--- config.mk ---
export PLATFORM = sky130hd
export DESIGN_NAME = bit_clock_recover
export DESIGN_NICKNAME = d
export VERILOG_FILES = /design/src/rtl/bcr_pkg.sv /design/src/rtl/bcr_edge_detect.sv /design/src/rtl/bcr_mode_fsm.sv /design/src/rtl/bcr_counter.sv /design/src/rtl/bit_clock_recover.sv
export SDC_FILE = /design/constraint.sdc
export NUM_CORES = 1
export LEC_CHECK = 0
export ABC_AREA = 1
export BUFFER_PORTS_ARGS = -buffer_cell sky130_fd_sc_hd__buf_2
export CAP_MARGIN = 10
export CORE_AREA = 2 2 39 41
export DETAILED_ROUTE_END_ITERATION = 12
export DIE_AREA = 0 0 41 43
export PLACE_DENSITY = 0.49
export SYNTH_ARGS = -nofsm -noshare
export SYNTH_HDL_FRONTEND = slang
export SYNTH_HIERARCHICAL = 1
export SYNTH_SLANG_ARGS = --single-unit
--- constraint.sdc ---
create_clock -name clk -period 3.18 [get_ports clk]
set_clock_uncertainty 0.2 [all_clocks]
set_input_delay 0.954 -clock clk [delete_from_list [all_inputs] [get_ports clk]]
set_output_delay 0.954 -clock clk [all_outputs]
set_load 0.01 [all_outputs]
--- src/rtl/bcr_pkg.sv ---
package bcr_pkg;

    typedef enum logic {
        MODE_TRACK = 1'b0,
        MODE_ALIGN = 1'b1
    } bcr_mode_e;

endpackage

--- src/rtl/bcr_edge_detect.sv ---
module bcr_edge_detect #(
    parameter int SYNC_STAGES = 2
) (
    input  logic clk,
    input  logic rst,
    input  logic din,
    output logic edge_pulse
);
    localparam int LAST = SYNC_STAGES - 1;

    logic [LAST:0] sync_q;
    logic          prev_q;

    // synchronizer chain, stage 0 samples the asynchronous line
    always_ff @(posedge clk) begin
        if (rst) begin
            sync_q <= '0;
            prev_q <= 1'b0;
        end else begin
            sync_q <= {sync_q[LAST-1:0], din};
            prev_q <= sync_q[LAST];
        end
    end

    // either direction of change flags an edge
    always_comb edge_pulse = sync_q[LAST] ^ prev_q;

    // a pulse means the level leaving the chain moved one cycle earlier
    assert_edge_both_ways_R2: assert property (@(posedge clk) disable iff (rst)
        edge_pulse |-> ($past(sync_q[LAST-1]) != $past(sync_q[LAST])));

endmodule

--- src/rtl/bcr_mode_fsm.sv ---
module bcr_mode_fsm
    import bcr_pkg::*;
(
    input  logic      clk,
    input  logic      rst,
    input  logic      edge_pulse,
    input  logic      term_hit,
    output bcr_mode_e mode
);
    bcr_mode_e mode_q, mode_d;

    // state register
    always_ff @(posedge clk) begin
        if (rst) mode_q <= MODE_TRACK;      // RESET_TO_TRACK
        else     mode_q <= mode_d;
    end

    // transition logic
    always_comb begin
        mode_d = mode_q;
        unique case (mode_q)
            MODE_TRACK: begin
                if (edge_pulse) mode_d = MODE_ALIGN;      // TRACK_TO_ALIGN
            end
            MODE_ALIGN: begin
                if (edge_pulse)    mode_d = MODE_ALIGN;   // ALIGN_RESTART
                else if (term_hit) mode_d = MODE_TRACK;   // ALIGN_TO_TRACK
            end
            default: mode_d = MODE_TRACK;
        endcase
    end

    always_comb mode = mode_q;

    assert_edge_enters_align_R3: assert property (@(posedge clk) disable iff (rst)
        edge_pulse |=> (mode == MODE_ALIGN));

    assert_align_exit_R4: assert property (@(posedge clk) disable iff (rst)
        (mode == MODE_ALIGN && term_hit && !edge_pulse) |=> (mode == MODE_TRACK));

    assert_track_holds_R5: assert property (@(posedge clk) disable iff (rst)
        (mode == MODE_TRACK && !edge_pulse) |=> (mode == MODE_TRACK));

endmodule

--- src/rtl/bcr_counter.sv ---
module bcr_counter
    import bcr_pkg::*;
#(
    parameter int N = 8
) (
    input  logic      clk,
    input  logic      rst,
    input  logic      edge_pulse,
    input  bcr_mode_e mode,
    output logic      term_hit,
    output logic      strobe
);
    localparam int              CW         = $clog2(2 * N);
    localparam logic [CW-1:0]   ALIGN_LAST = CW'(N - 2);
    localparam logic [CW-1:0]   TRACK_LAST = CW'(2 * N - 1);

    logic [CW-1:0] cnt_q;

    // terminal count depends on the mode
    always_comb begin
        term_hit = 1'b0;
        unique case (mode)
            MODE_ALIGN: term_hit = (cnt_q == ALIGN_LAST);
            MODE_TRACK: term_hit = (cnt_q == TRACK_LAST);
            default:    term_hit = 1'b0;
        endcase
    end

    // count register
    always_ff @(posedge clk) begin
        if (rst || edge_pulse) cnt_q <= '0;
        else if (term_hit)     cnt_q <= '0;
        else                   cnt_q <= cnt_q + 1'b1;
    end

    // strobe register; a restart suppresses the strobe
    always_ff @(posedge clk) begin
        if (rst) strobe <= 1'b0;
        else     strobe <= term_hit && !edge_pulse;
    end

    assert_cnt_bound_R4: assert property (@(posedge clk) disable iff (rst)
        cnt_q <= TRACK_LAST);

    assert_edge_clears_R3: assert property (@(posedge clk) disable iff (rst)
        edge_pulse |=> (cnt_q == '0));

    assert_edge_priority_R7: assert property (@(posedge clk) disable iff (rst)
        (edge_pulse && term_hit) |=> !strobe);

    assert_strobe_single_R8: assert property (@(posedge clk) disable iff (rst)
        strobe |=> !strobe);

    assert_align_counts_up_R6: assert property (@(posedge clk) disable iff (rst)
        (mode == MODE_ALIGN && !edge_pulse && !term_hit) |=> (cnt_q == $past(cnt_q) + 1'b1));

endmodule

--- src/rtl/bit_clock_recover.sv ---
module bit_clock_recover
    import bcr_pkg::*;
#(
    parameter int N = 8
) (
    input  logic clk,
    input  logic rst,
    input  logic serial_in,
    output logic bit_strobe
);
    logic      edge_pulse;
    logic      term_hit;
    bcr_mode_e mode;

    bcr_edge_detect #(
        .SYNC_STAGES(2)
    ) u_edge (
        .clk        (clk),
        .rst        (rst),
        .din        (serial_in),
        .edge_pulse (edge_pulse)
    );

    bcr_mode_fsm u_fsm (
        .clk        (clk),
        .rst        (rst),
        .edge_pulse (edge_pulse),
        .term_hit   (term_hit),
        .mode       (mode)
    );

    bcr_counter #(
        .N(N)
    ) u_cnt (
        .clk        (clk),
        .rst        (rst),
        .edge_pulse (edge_pulse),
        .mode       (mode),
        .term_hit   (term_hit),
        .strobe     (bit_strobe)
    );

    // a reset edge always leaves the strobe low
    assert_reset_quiet_R1: assert property (@(posedge clk)
        $past(rst) |-> !bit_strobe);

endmodule

==> summary.md <==
| Metric | Value |
|---|---|
| Slew Limit Fails | `0` |
| Register-to-Register Path Depth | `7` |
| Int Power | `approximately 0.00017 W` |
| Crit path required time | `roughly 2.0 ns` |
| Cell Area, Synth | `between 300 and 400 sq um` |
| Period utilisation layout | `0.5717` |
| Antenna diodes | `0` |
| Worst Min Path Start | `u_edge/sync_q[0]$_SDFF_PP0_` |
| Crit path time final | `between 1.5 and 2 ns` |
| Initial drt markers | `3` |
| Slowest CP cell | `dfxtp_1` |
| Total net switching power | `about 0.000048 W` |
| Buffers & Inverters on Critical Path | `1` |
| Drt pass-1 iters | `2` |
| Vias per inst | `~3.7` |
| Slew HR | `0.8945` |
| I/O pins | `4` |
| Worst-path clk slew | `0.06 ns` |
| Critical path, cell by cell | `buf_2` |
| Fin Setup TNS | `0 ns` |
| CTS tree | `done` |
| Sequential power share | `0.550` |
| Setup slack, reg-to-reg | `roughly 2 ns` |
| Final cell count without fillers | `72` |
| Die ar. | `approximately 1800 sq um` |
| Dpl cells | `68` |
| Post-place instance area | `~400 sq um` |
| Ys Warns | `6` |
| IO Port Bufs | `3` |
| HP Class | `reg2reg` |
| WP data arrival | `roughly 0.66 ns` |
| Clock Tree Root | `clkbuf_4` |
| CTS buffer count | `3` |
| Total stage count of the critical path | `1` |
| Hold Path End | `u_edge/sync_q[1]$_SDFF_PP0_` |
| Status | `finished clean` |
| Clock network fraction of total power | `0.375` |
| Max_cap viols | `0` |
| Site row count | `14` |
| Setup repair bufs after CTS | `0` |
| Post-Synthesis Cells | `49` |
| Wire per inst | `6.944 um` |
| Crit path kind | `reg2out` |
| Area grow syn2layout | `17.01%` |
| Clock Latency Late Sink | `approximately 0.25 ns` |
| NumNets Final | `61` |
| Worst vdd ir | `~170 uV` |
| Routability Congestion | `0.6425` |
| Library cells used by synthesis | `11` |
| Crit path max fanout | `1` |
| Core footprint | `1384 sq um` |
| Post-cts repair resize count | `0` |
| Routing usage on met2 | `0.09688` |
| Comb power frac | `0.074` |
| Initial antenna violation count | `0` |
| Startpoint Class | `register` |
| R2R Path Start | `u_cnt/cnt_q[0]$_SDFF_PP0_` |
| Leak | `between 0.2 and 0.25 nW` |
| Fmax | `roughly 550 MHz` |
| Unrepaired setup endpoints after global routing | `false` |
| Vias | `approximately 270` |
| Syn avg cell area | `about 7.4 sq um` |
| Fraction of layout cells with a size suffix above 1 | `0.1607` |
| Clk buf depth | `2` |
| Number of global-route vias before repair | `227` |
| M1 GR Usage | `0.07767` |
| Post-detailed-route count of antenna-violating nets | `0` |
| Reg2Reg Capture Point | `u_fsm/mode$_SDFF_PP0_` |
| GR met3 Demand/Resource | `0.01571` |
| Initial core utilization | `0.2604` |
| Final setup viols | `0` |
| Pin count of the biggest net entering global routing | `6` |
| Fill cell count | `between 150 and 200` |
| Wire length of the first global-routing pass | `793 um` |
| Die width | `~41 um` |
| Hold path depth | `2` |
| GRT Total Usage | `0.06740` |
| # DRC | `0` |
| CP delay by family, top | `flip-flops` |
| Hold_buf cts | `0` |
| GR peak layer | `met2` |
| Final wirelength | `approximately 500 um` |
| Syn Nets | `53` |
| Hold Violations, Final | `0` |
| Clock sinks | `9` |
| Worst path max stage delay | `~0.29 ns` |
| Worst-Margin Slew | `around 0.16 ns` |
| Fin worst setup slack | `roughly 1.4 ns` |
| Sequential fraction of the synthesis area | `0.5000` |
| DP HPWL | `406.5 um` |
| Power Dens Cells | `526.0 nW/um^2` |
| Die height | `43 um` |
| Final instance area | `about 420 sq um` |
| Net Sw Frac | `0.2175` |
| CP Capture Type | `output port` |
| Dpl ws | `1.470 ns` |
| GR Overflow Total | `0` |
| Depth of the CTS H-tree | `1` |
| Post-synthesis register bit count | `9` |
-- how the worst max path moves through the flow --
stage,startpoint,end
finish,u_cnt/strobe$_SDFF_PP0_,bit_strobe
global route,u_cnt/strobe$_SDFF_PP0_,bit_strobe
CTS,u_cnt/strobe$_SDFF_PP0_,bit_strobe
detailed placement,rst,u_cnt/cnt_q[3]$_SDFF_PP0_
global placement,rst,u_cnt/cnt_q[1]$_SDFF_PP0_
floorplan,rst,u_cnt/cnt_q[0]$_SDFF_PP0_
-- final cells by class --
type                       count  area (sq um)  share of cell area
sequential                     9         180.2              0.4273
multi-input combinational     26         127.6              0.3027
inverter                      14         52.55              0.1246
clock buffer                   4         26.28             0.06231
tap                           16         20.02             0.04748
timing repair buffer           3         15.01             0.03561
-- power groups by stage --
stage | Clock [W] | Combinational (W) | Sequential, W
floorplan | 0 | 0.0000130 | 0.000124
global placement | 0 | 0.0000168 | 0.000125
detailed placement | 0 | 0.0000170 | 0.000125
CTS | 0.0000886 | 0.0000171 | 0.000122
global route | 0.0000921 | 0.0000199 | 0.000123
finish | 0.0000832 | 0.0000165 | 0.000122
-- logic make-up after synthesis --
group | after synthesis | share of synthesized area
adder cells (fa/ha/maj) | 1 | 0.03472
AO/OA/AOI/OAI | 2 | 0.03819
buffers and inverters | 14 | 0.1458
flip-flops | 9 | 0.5000
XOR/XNOR | 1 | 0.02431
AND/OR/NAND/NOR | 22 | 0.2569
-- routing by layer --
metal	wire length (um)	share of wire
met5	0	0
met4	0	0
met3	8	0.016
met2	239	0.48
met1	252	0.50
-- sequential cells by signal, summed over array words and instances, names as in the netlist --
signal / cells
u_fsm/mode: 1
u_edge/sync_q: 2
u_edge/prev_q: 1
u_cnt/strobe: 1
u_cnt/cnt_q: 4
-- synthesized netlist by cell type --
library cell,instances,area share
nand3_2,1,0.028
nor2_1,9,0.094
nand2_2,1,0.017
dfxtp_1,9,0.50
xnor2_1,1,0.024
ha_1,1,0.035
inv_1,14,0.15
o21ai_0,1,0.014
a21oi_2,1,0.024
nand2_1,10,0.10
nand3_1,1,0.014
-- placed cells by master, fill, tap and decap left out, types with 3 or more instances in the layout --
cell	n
nand2_1	10
buf_2	3
nor2_1	9
clkbuf_4	3
inv_1	14
dfxtp_1	9
-- stage by stage --
step	util	hold slack (ns)	power, W
finish	0.3047	0.2053	0.0002218
global route	0.3047	0.2451	0.0002349
CTS	0.3047	0.2075	0.0002279
detailed placement	0.2857	0.1999	0.0001417
global placement	0.2857	0.2030	0.0001416
floorplan	-	0.1883	0.0001368
No activity file was read; power rests on OpenSTA's default activity.
